**src/rtl/glyph_loader.sv**
```systemverilog
module glyph_loader #(
  parameter int GAP_CYCLES = 30000
) (
  input  logic        clk,
  input  logic        rst_n,
  input  logic        start,
  input  logic [2:0]  glyph_idx,
  input  logic [39:0] rows,
  output logic        busy,
  output logic        req,
  output logic        req_rs,
  output logic        req_rw,
  output logic [7:0]  req_data,
  input  logic        done,
  input  logic [7:0]  rd_data
);
  localparam int GW = $clog2(GAP_CYCLES + 1);
  localparam logic [GW-1:0] GAP_LAST = GW'(GAP_CYCLES - 1);
  localparam logic [3:0] LAST_STEP = 4'd10;

  typedef enum logic [1:0] {IDLE, ACCESS, GAP} st_t;
  st_t st;
  logic [3:0]    step;
  logic [GW-1:0] gcnt;
  logic [2:0]    idx_q;
  logic [4:0]    row_q [8];
  logic [6:0]    addr_q;
  logic [3:0]    rsel;

  assign busy = (st != IDLE);
  assign req  = (st == ACCESS);
  assign rsel = step - 4'd2;

  always_ff @(posedge clk or negedge rst_n) begin
    if (!rst_n) begin
      st     <= IDLE;
      step   <= '0;
      gcnt   <= '0;
      idx_q  <= '0;
      addr_q <= '0;
      for (int k = 0; k < 8; k++) row_q[k] <= '0;
    end else begin
      case (st)
        IDLE: if (start) begin
          st    <= ACCESS;
          step  <= '0;
          idx_q <= glyph_idx;
          for (int k = 0; k < 8; k++) row_q[k] <= rows[5*k +: 5];
        end
        ACCESS: if (done) begin
          if (step == 4'd0) addr_q <= rd_data[6:0];
          if (step == LAST_STEP) st <= IDLE;
          else begin
            st   <= GAP;
            gcnt <= '0;
            step <= step + 4'd1;
          end
        end
        GAP: begin
          if (gcnt == GAP_LAST) st <= ACCESS;
          gcnt <= gcnt + 1'b1;
        end
        default: st <= IDLE;
      endcase
    end
  end

  always_comb begin
    req_rs   = 1'b0;
    req_rw   = 1'b0;
    req_data = 8'h00;
    if (step == 4'd0) req_rw = 1'b1;
    else if (step == 4'd1) req_data = {2'b01, idx_q, 3'b000};
    else if (step == LAST_STEP) req_data = {1'b1, addr_q};
    else begin
      req_rs   = 1'b1;
      req_data = {3'b000, row_q[rsel[2:0]]};
    end
  end
endmodule

```
**config.mk**
```make
export PLATFORM = sky130hd
export DESIGN_NAME = glyph_loader
export DESIGN_NICKNAME = d
export VERILOG_FILES = /design/src/rtl/glyph_loader.sv
export SDC_FILE = /design/constraint.sdc
export NUM_CORES = 1
export LEC_CHECK = 0
export ABC_CLOCK_PERIOD_IN_PS = 5400
export BUFFER_PORTS_ARGS = -buffer_cell sky130_fd_sc_hd__buf_2
export CORE_MARGIN = 2
export CORE_UTILIZATION = 50
export CTS_BUF_LIST = sky130_fd_sc_hd__clkbuf_2 sky130_fd_sc_hd__clkbuf_4 sky130_fd_sc_hd__clkbuf_8
export CTS_CLUSTER_SIZE = 40
export DETAILED_ROUTE_END_ITERATION = 8
export PLACE_DENSITY = 0.78
export SETUP_SLACK_MARGIN = 0.3
export SYNTH_ARGS = -nofsm -noshare
export SYNTH_HDL_FRONTEND = slang
export SYNTH_SLANG_ARGS = --single-unit
```
**constraint.sdc**
```tcl
create_clock -name clk -period 5.4 [get_ports clk]
set_clock_uncertainty 0.2 [all_clocks]
set_input_delay 0.81 -clock clk [delete_from_list [all_inputs] [get_ports clk]]
set_output_delay 0.81 -clock clk [all_outputs]
set_load 0.05 [all_outputs]
```
==> flow_summary.ini, run 1 <==
[run_status]
status = complete, no violations

[synth]
synthAdderAreaFrac_pct = 2.17
synthXorXnorAreaFrac_pct = 2.28
synth.area.mux_share_pct = 25.2
synth_compound_area_share_pct = 4.45
synthesis.nets = 339
synth_area_leader_cell = dfrtp_1
synth_top_flop_cell = dfrtp_1
synth_top_family_by_area = multiplexers
avgSynthCellArea_sq_um = 12.4
yosys_warnings = 0
yosys.area_share.simple_pct = 12.0
yosys.area.top_type_share_pct = 51.4
async_reset_ff_share_pct = 100
ys_seq_area_share_pct = 51.4
synth_top_cells_by_count = 71 x dfrtp_1, 50 x mux2_2, 15 x mux2i_1, 15 x nand2_1, 15 x nor2_1
yosys.cell_types.count = 40
synth_edf_count = 0
synth-seq-cells = 71
synth.most_common_cell = dfrtp_1
syn_area_sq_um = 3460
yosys-top-cells-area = dfrtp_1 51%, mux2_2 16%, mux4_2 4.6%, mux2i_1 4.3%, ha_1 2.2%
netlist_instances = 278

[drt]
routed_wl_mm = 6.75
via_per_inst = 5.53
wl_per_cell_microns = 15.7
dr.pass1.iters = 4
vias = 2379
initialDrtViolationCount = 177
drc = 0
ant_nets = 0

[floorplanning]
die_height_microns = 87.2
rows = 30
core-area_sq_um = 6760
start_util_pct = 51.2
dieWidth_microns = 87.2
die_area_sq_um = 7600
io_pins = 67

[finish]
fin_util_pct = 60.2
nets = 406
stdcell_area_sq_um = 4070
syn_to_final_growth_pct = 17.5
diodes = 0
drive_gt1_share_pct = 42.3
final_cells = 430
multi_input_area_sq_um = 1600
regArea_sq_um = 1780
fillerInstances = 547

[pwr]
p_int_mw = 1.43
comb_power_share_pct = 40.6
p_leak_nw = 1.83
pwr-share-seq_pct = 39.5
ir_drop_mv = 0.349
switchingPower_uw = 825
switching_share_pct = 36.6
power_density_nw_per_um2 = 554
finalPower_mw = 2.25
clkPwrFrac_pct = 19.9

[timing]
setup_viol = 0
slew_headroom_pct = 40.9
hold-worst-slack_ns = 0.283
timing_worst_slew_pin_value_ns = 0.883
final.setup.tns_ns = 0
finalHoldViolCount = 0
rsz0062_at_grt = no
setup_ws_ns = 1.88
slew_viol_final = 0
period_share_pct = 65.1
fin_crit_ns = 3.52
fmax_mhz = 284

[clocking]
cts.clk_slew.worst_paths_ns = 0.07
clkSinkCount = 71
cts_hold_buf = 0
htree_num_levels = 3
root_buffer = clkbuf_8
cts_buffer_depth = 2
cts_resized = 0
cts_setup_buffers = 0
clock_latency_ns = 0.33
cts_made_buffers = 9
cts_tree = yes

[global_route]
grtUsageTotal_pct = 19.8
first_global_vias = 2412
grt_use_met1_pct = 26.4
grt_start_max_net_pins = 72
top_usage_layer = met2
use_met3_pct = 6.35
grtUsageMet2_pct = 31.9
grt_pass1_wl_mm = 11.6
overflow = 0
antenna_found_initial = 0

[placement]
gp_congestion = 0.834
post-place-cells = 414
numPortBuffers = 65
placed_area_sq_um = 3850
dp_slack_ns = 2.21
place_hpwl_mm = 4.76

[setup_path]
cp.arrival_ns = 2.51
crit_start = step[1]$_DFFE_PN0P_
start_kind = flip-flop
worstSetupPathType = reg -> out
slowest_delay_ns = 0.71
path_cells = ha_1 -> nor2b_1 -> nor3_1 -> o21ai_0 -> buf_2
worstPathMaxFanout = 12
required_ns = 4.39
r2r_start = step[0]$_DFFE_PN0P_
end_kind = output port
cpMaxStageDelayCell = dfrtp_1

[hold_path]
min-delay-start = gcnt[13]$_DFFE_PN0P_
min_path_type = reg -> reg

[run]
cap_violations = 0
routing by layer:
layer | vias to the layer above | part of all wire (%)
met1 | 1169 | 43
met2 | 61 | 50
met5 | - | 0
li1 | 1140 | -
met3 | 9 | 5.9
met4 | 0 | 1.5
layout make-up:
type / instances / share of cell area, %
clock inverters: 4 / 1.26
flip-flops and latches: 71 / 43.7
repair buffers: 68 / 8.55
clock buffers: 12 / 4.06
inverters: 7 / 0.646
well taps: 80 / 2.46
multi-input cells: 188 / 39.3
cells in the final DEF, fill, tap and decap left out, types with 4 or more instances in the layout:
cell,n
a21oi_1,4
buf_2,65
clkbuf_8,12
dfrtp_1,71
ha_1,6
inv_1,7
mux2_2,50
mux2i_1,15
mux4_2,7
nand2_1,15
nand2b_1,4
nand3_1,5
nand3b_1,4
nand4_1,4
nor2_1,15
nor2b_1,4
nor3_1,6
o21ai_0,12
xnor2_1,5
xor2_1,4
critical path: cells and delay by family, from the launching register on:
family / cells / cell delay, ns
buf+inv: 1 / 0.26
simple gates: 2 / 0.57
compound gates: 1 / 0.25
flops: 1 / 0.71
fa+ha+maj: 1 / 0.38
sequential cells by signal (all words and copies together), names as in the netlist:
register / cells
step: 4
row_q: 40
st: 2
idx_q: 3
addr_q: 7
gcnt: 15
power groups by stage:
stage / clock network (mW) / registers (mW) / logic, mW
2_1_floorplan: 0 / 0.840 / 0.771
3_3_place_gp: 0 / 0.890 / 0.902
3_5_place_dp: 0 / 0.904 / 0.923
4_1_cts: 0.463 / 0.893 / 0.927
5_1_grt: 0.486 / 0.925 / 0.993
6_report: 0.448 / 0.891 / 0.915
kinds of logic (layout without fill, tap and decap cells):
kind of cell,after synthesis,after routing
AO/OA/AOI/OAI,26,26
XOR/XNOR,9,9
adder cells (fa/ha/maj),6,6
buffers and inverters,19,91
flip-flops,71,71
multiplexers,72,72
AND/OR/NAND/NOR,75,75
path summary, 6_finish.rpt:
check | endpoint | slack, ns | cells past startpoint
min in group asynchronous | gcnt[6]$_DFFE_PN0P_ | 0.46 | 2
hold reg to reg | gcnt[13]$_DFFE_PN0P_ | 0.28 | 1
max in group asynchronous | step[3]$_DFFE_PN0P_ | 3.94 | 2
setup / recovery | req_data[1] | 1.88 | 5
setup reg to reg | gcnt[11]$_DFFE_PN0P_ | 2.64 | 8
hold / removal | gcnt[13]$_DFFE_PN0P_ | 0.28 | 1
Note: power is estimated with default switching activity, not from simulation.
==> run 2, diff against run 1 <==
--- a/config.mk
+++ b/config.mk
@@ -5,7 +5,7 @@
 export SDC_FILE = /design/constraint.sdc
 export NUM_CORES = 1
 export LEC_CHECK = 0
-export ABC_CLOCK_PERIOD_IN_PS = 5400
+export ABC_CLOCK_PERIOD_IN_PS = 3560
 export BUFFER_PORTS_ARGS = -buffer_cell sky130_fd_sc_hd__buf_2
 export CORE_MARGIN = 2
 export CORE_UTILIZATION = 50
==> constraint.sdc (replaced) <==
create_clock -name clk -period 3.56 [get_ports clk]
set_clock_uncertainty 0.2 [all_clocks]
set_input_delay 0.534 -clock clk [delete_from_list [all_inputs] [get_ports clk]]
set_output_delay 0.534 -clock clk [all_outputs]
set_load 0.05 [all_outputs]
==> flow_summary.ini, run 2 (same netlist as run 1, synthesis figures left out) <==
[global_route]
grtUsageTotal_pct = 20.5
grt_pass1_wl_mm = 11.7
overflow = 0
grt_start_max_net_pins = 30
antenna_found_initial = 0
first_global_vias = 2414

[finish]
final_cells = 432
regMostFlops = row_q
fin_util_pct = 60.0
largest_reg_flops = 40
reg_top3 = row_q x40, gcnt x15, addr_q x7
final_cell_mix = 69 x dfrtp_1, 65 x buf_2, 50 x mux2_2
syn_to_final_growth_pct = 17.3
mostFrequentLayoutCell = dfrtp_1
drive_gt1_share_pct = 43.2
nets = 410
fillerInstances = 551
diodes = 0

[drt]
routed_wl_mm = 7.02
wl_met1_mm = 3.10
wl_per_cell_microns = 16.2
via_per_inst = 5.45
met3WireLength_microns = 366
dr_wl_met2_mm = 3.41
dr.pass1.iters = 4
top_layer_used = met4
ant_nets = 0
vias = 2356
initialDrtViolationCount = 169
drc = 0

[floorplanning]
die_area_sq_um = 7600
io_pins = 67
core-area_sq_um = 6760
die_height_microns = 87.2
dieWidth_microns = 87.2
start_util_pct = 51.2
rows = 30

[setup_path]
required_ns = 2.83
reg2reg_to = row_q[22]$_DFFE_PN0P_
r2r_start = st[1]$_DFFE_PN0P_
end_kind = output port
start_kind = flip-flop
worstPathMaxFanout = 12
cp.arrival_ns = 2.29
worstSetupPathType = reg -> out
reg2regPathDepth = 4
r2r_slack_ns = 1.11

[hold_path]
min-delay-start = rows[38]
hold_depth = 2
min_path_type = in -> reg
min_to = row_q[3]$_DFFE_PN0P_

[timing]
timing_worst_slew_pin_value_ns = 0.706
setup_viol = 0
slew_headroom_pct = 52.8
slew_viol_final = 0
period_share_pct = 85.1
hold-worst-slack_ns = 0.219
fin_crit_ns = 3.03
final.setup.tns_ns = 0
finalHoldViolCount = 0
rsz0062_at_grt = no
fmax_mhz = 330

[clocking]
cts_buffer_depth = 2
clkSinkCount = 71
clock_latency_ns = 0.34
cts.clk_slew.worst_paths_ns = 0.07
htree_num_levels = 3
root_buffer = clkbuf_8
cts_tree = yes
cts_made_buffers = 9

[placement]
place_hpwl_mm = 5.10
gp_congestion = 0.808
numPortBuffers = 65
post-place-cells = 417

[pwr]
power_density_nw_per_um2 = 820
p_leak_nw = 1.82
ir_drop_mv = 0.479

[run_status]
status = complete, no violations

[run]
cap_violations = 0
==> run 2: cell count changes in the layout (fill, tap and decap cells not counted), moves of 2 or more <==
cell / previous run / this run
clkbuf_8: 12 / 10
dfrtp_1: 71 / 69
dfrtp_2: 0 / 2
buf_4: 3 / 6
==> run 2: layout make-up <==
cell class / instances / area [sq um] / area share (%)
Clock buffer: 11 / 145 / 3.58
Inverter: 7 / 26.3 / 0.648
Multi-Input combinational cell: 188 / 1600 / 39.5
Clock inverter: 3 / 21.3 / 0.524
Timing Repair Buffer: 72 / 380 / 9.38
Tap cell: 80 / 100 / 2.47
Sequential cell: 71 / 1780 / 43.9
==> run 2: routing by layer <==
layer	GRT usage [%]	vias to the layer above
li1	-	1143
met1	28.1	1140
met2	31.6	59
met3	4.45	14
met4	9.09	0
met5	0	-
==> run 2: what timing repair did <==
action	4_1_cts	5_1_grt
buffers inserted	0	0
gates resized for setup	1	2
hold buffers	1	0
endpoints found under the setup margin	2	4
endpoints found under the hold margin	21	0
==> run 2: worst max-delay path by stage <==
stage	from	endpoint	slack [ns]	cells after the start
4_1_cts	step[0]$_DFFE_PN0P_	req_data[2]	0.32	5
3_3_place_gp	step[1]$_DFFE_PN0P_	req_data[0]	0.69	5
3_5_place_dp	step[1]$_DFFE_PN0P_	req_data[2]	0.65	5
2_1_floorplan	step[1]$_DFFE_PN0P_	req_data[0]	0.37	6
6_report	step[0]$_DFFE_PN0P_	req_data[1]	0.53	5
5_1_grt	step[0]$_DFFE_PN0P_	req_data[1]	0.39	5
==> run 2: through the flow <==
| step | power [mW] | area (sq um) | setup slack (ns) |
|---|---|---|---|
| 5_1_grt | 3.54 | 4060 | 0.392 |
| 4_1_cts | 3.35 | 4050 | 0.324 |
| 3_3_place_gp | 2.73 | 3870 | 0.688 |
| 6_report | 3.33 | 4060 | 0.531 |
| 3_5_place_dp | 2.79 | 3870 | 0.647 |
| 2_1_floorplan | 2.44 | 3460 | 0.367 |
==> run 2: power by group <==
| part | internal (mW) | switching (mW) | total [mW] |
|---|---|---|---|
| combinational | 0.662 | 0.724 | 1.39 |
| sequential | 1.14 | 0.239 | 1.38 |
| clock | 0.272 | 0.292 | 0.564 |
==> run 2: worst max-delay path: stages, from the launching register on <==
cell	delay, ns
dfrtp_2	0.52
buf_4	0.30
mux2i_1	0.12
mux4_2	0.47
o21ai_0	0.23
buf_2	0.31
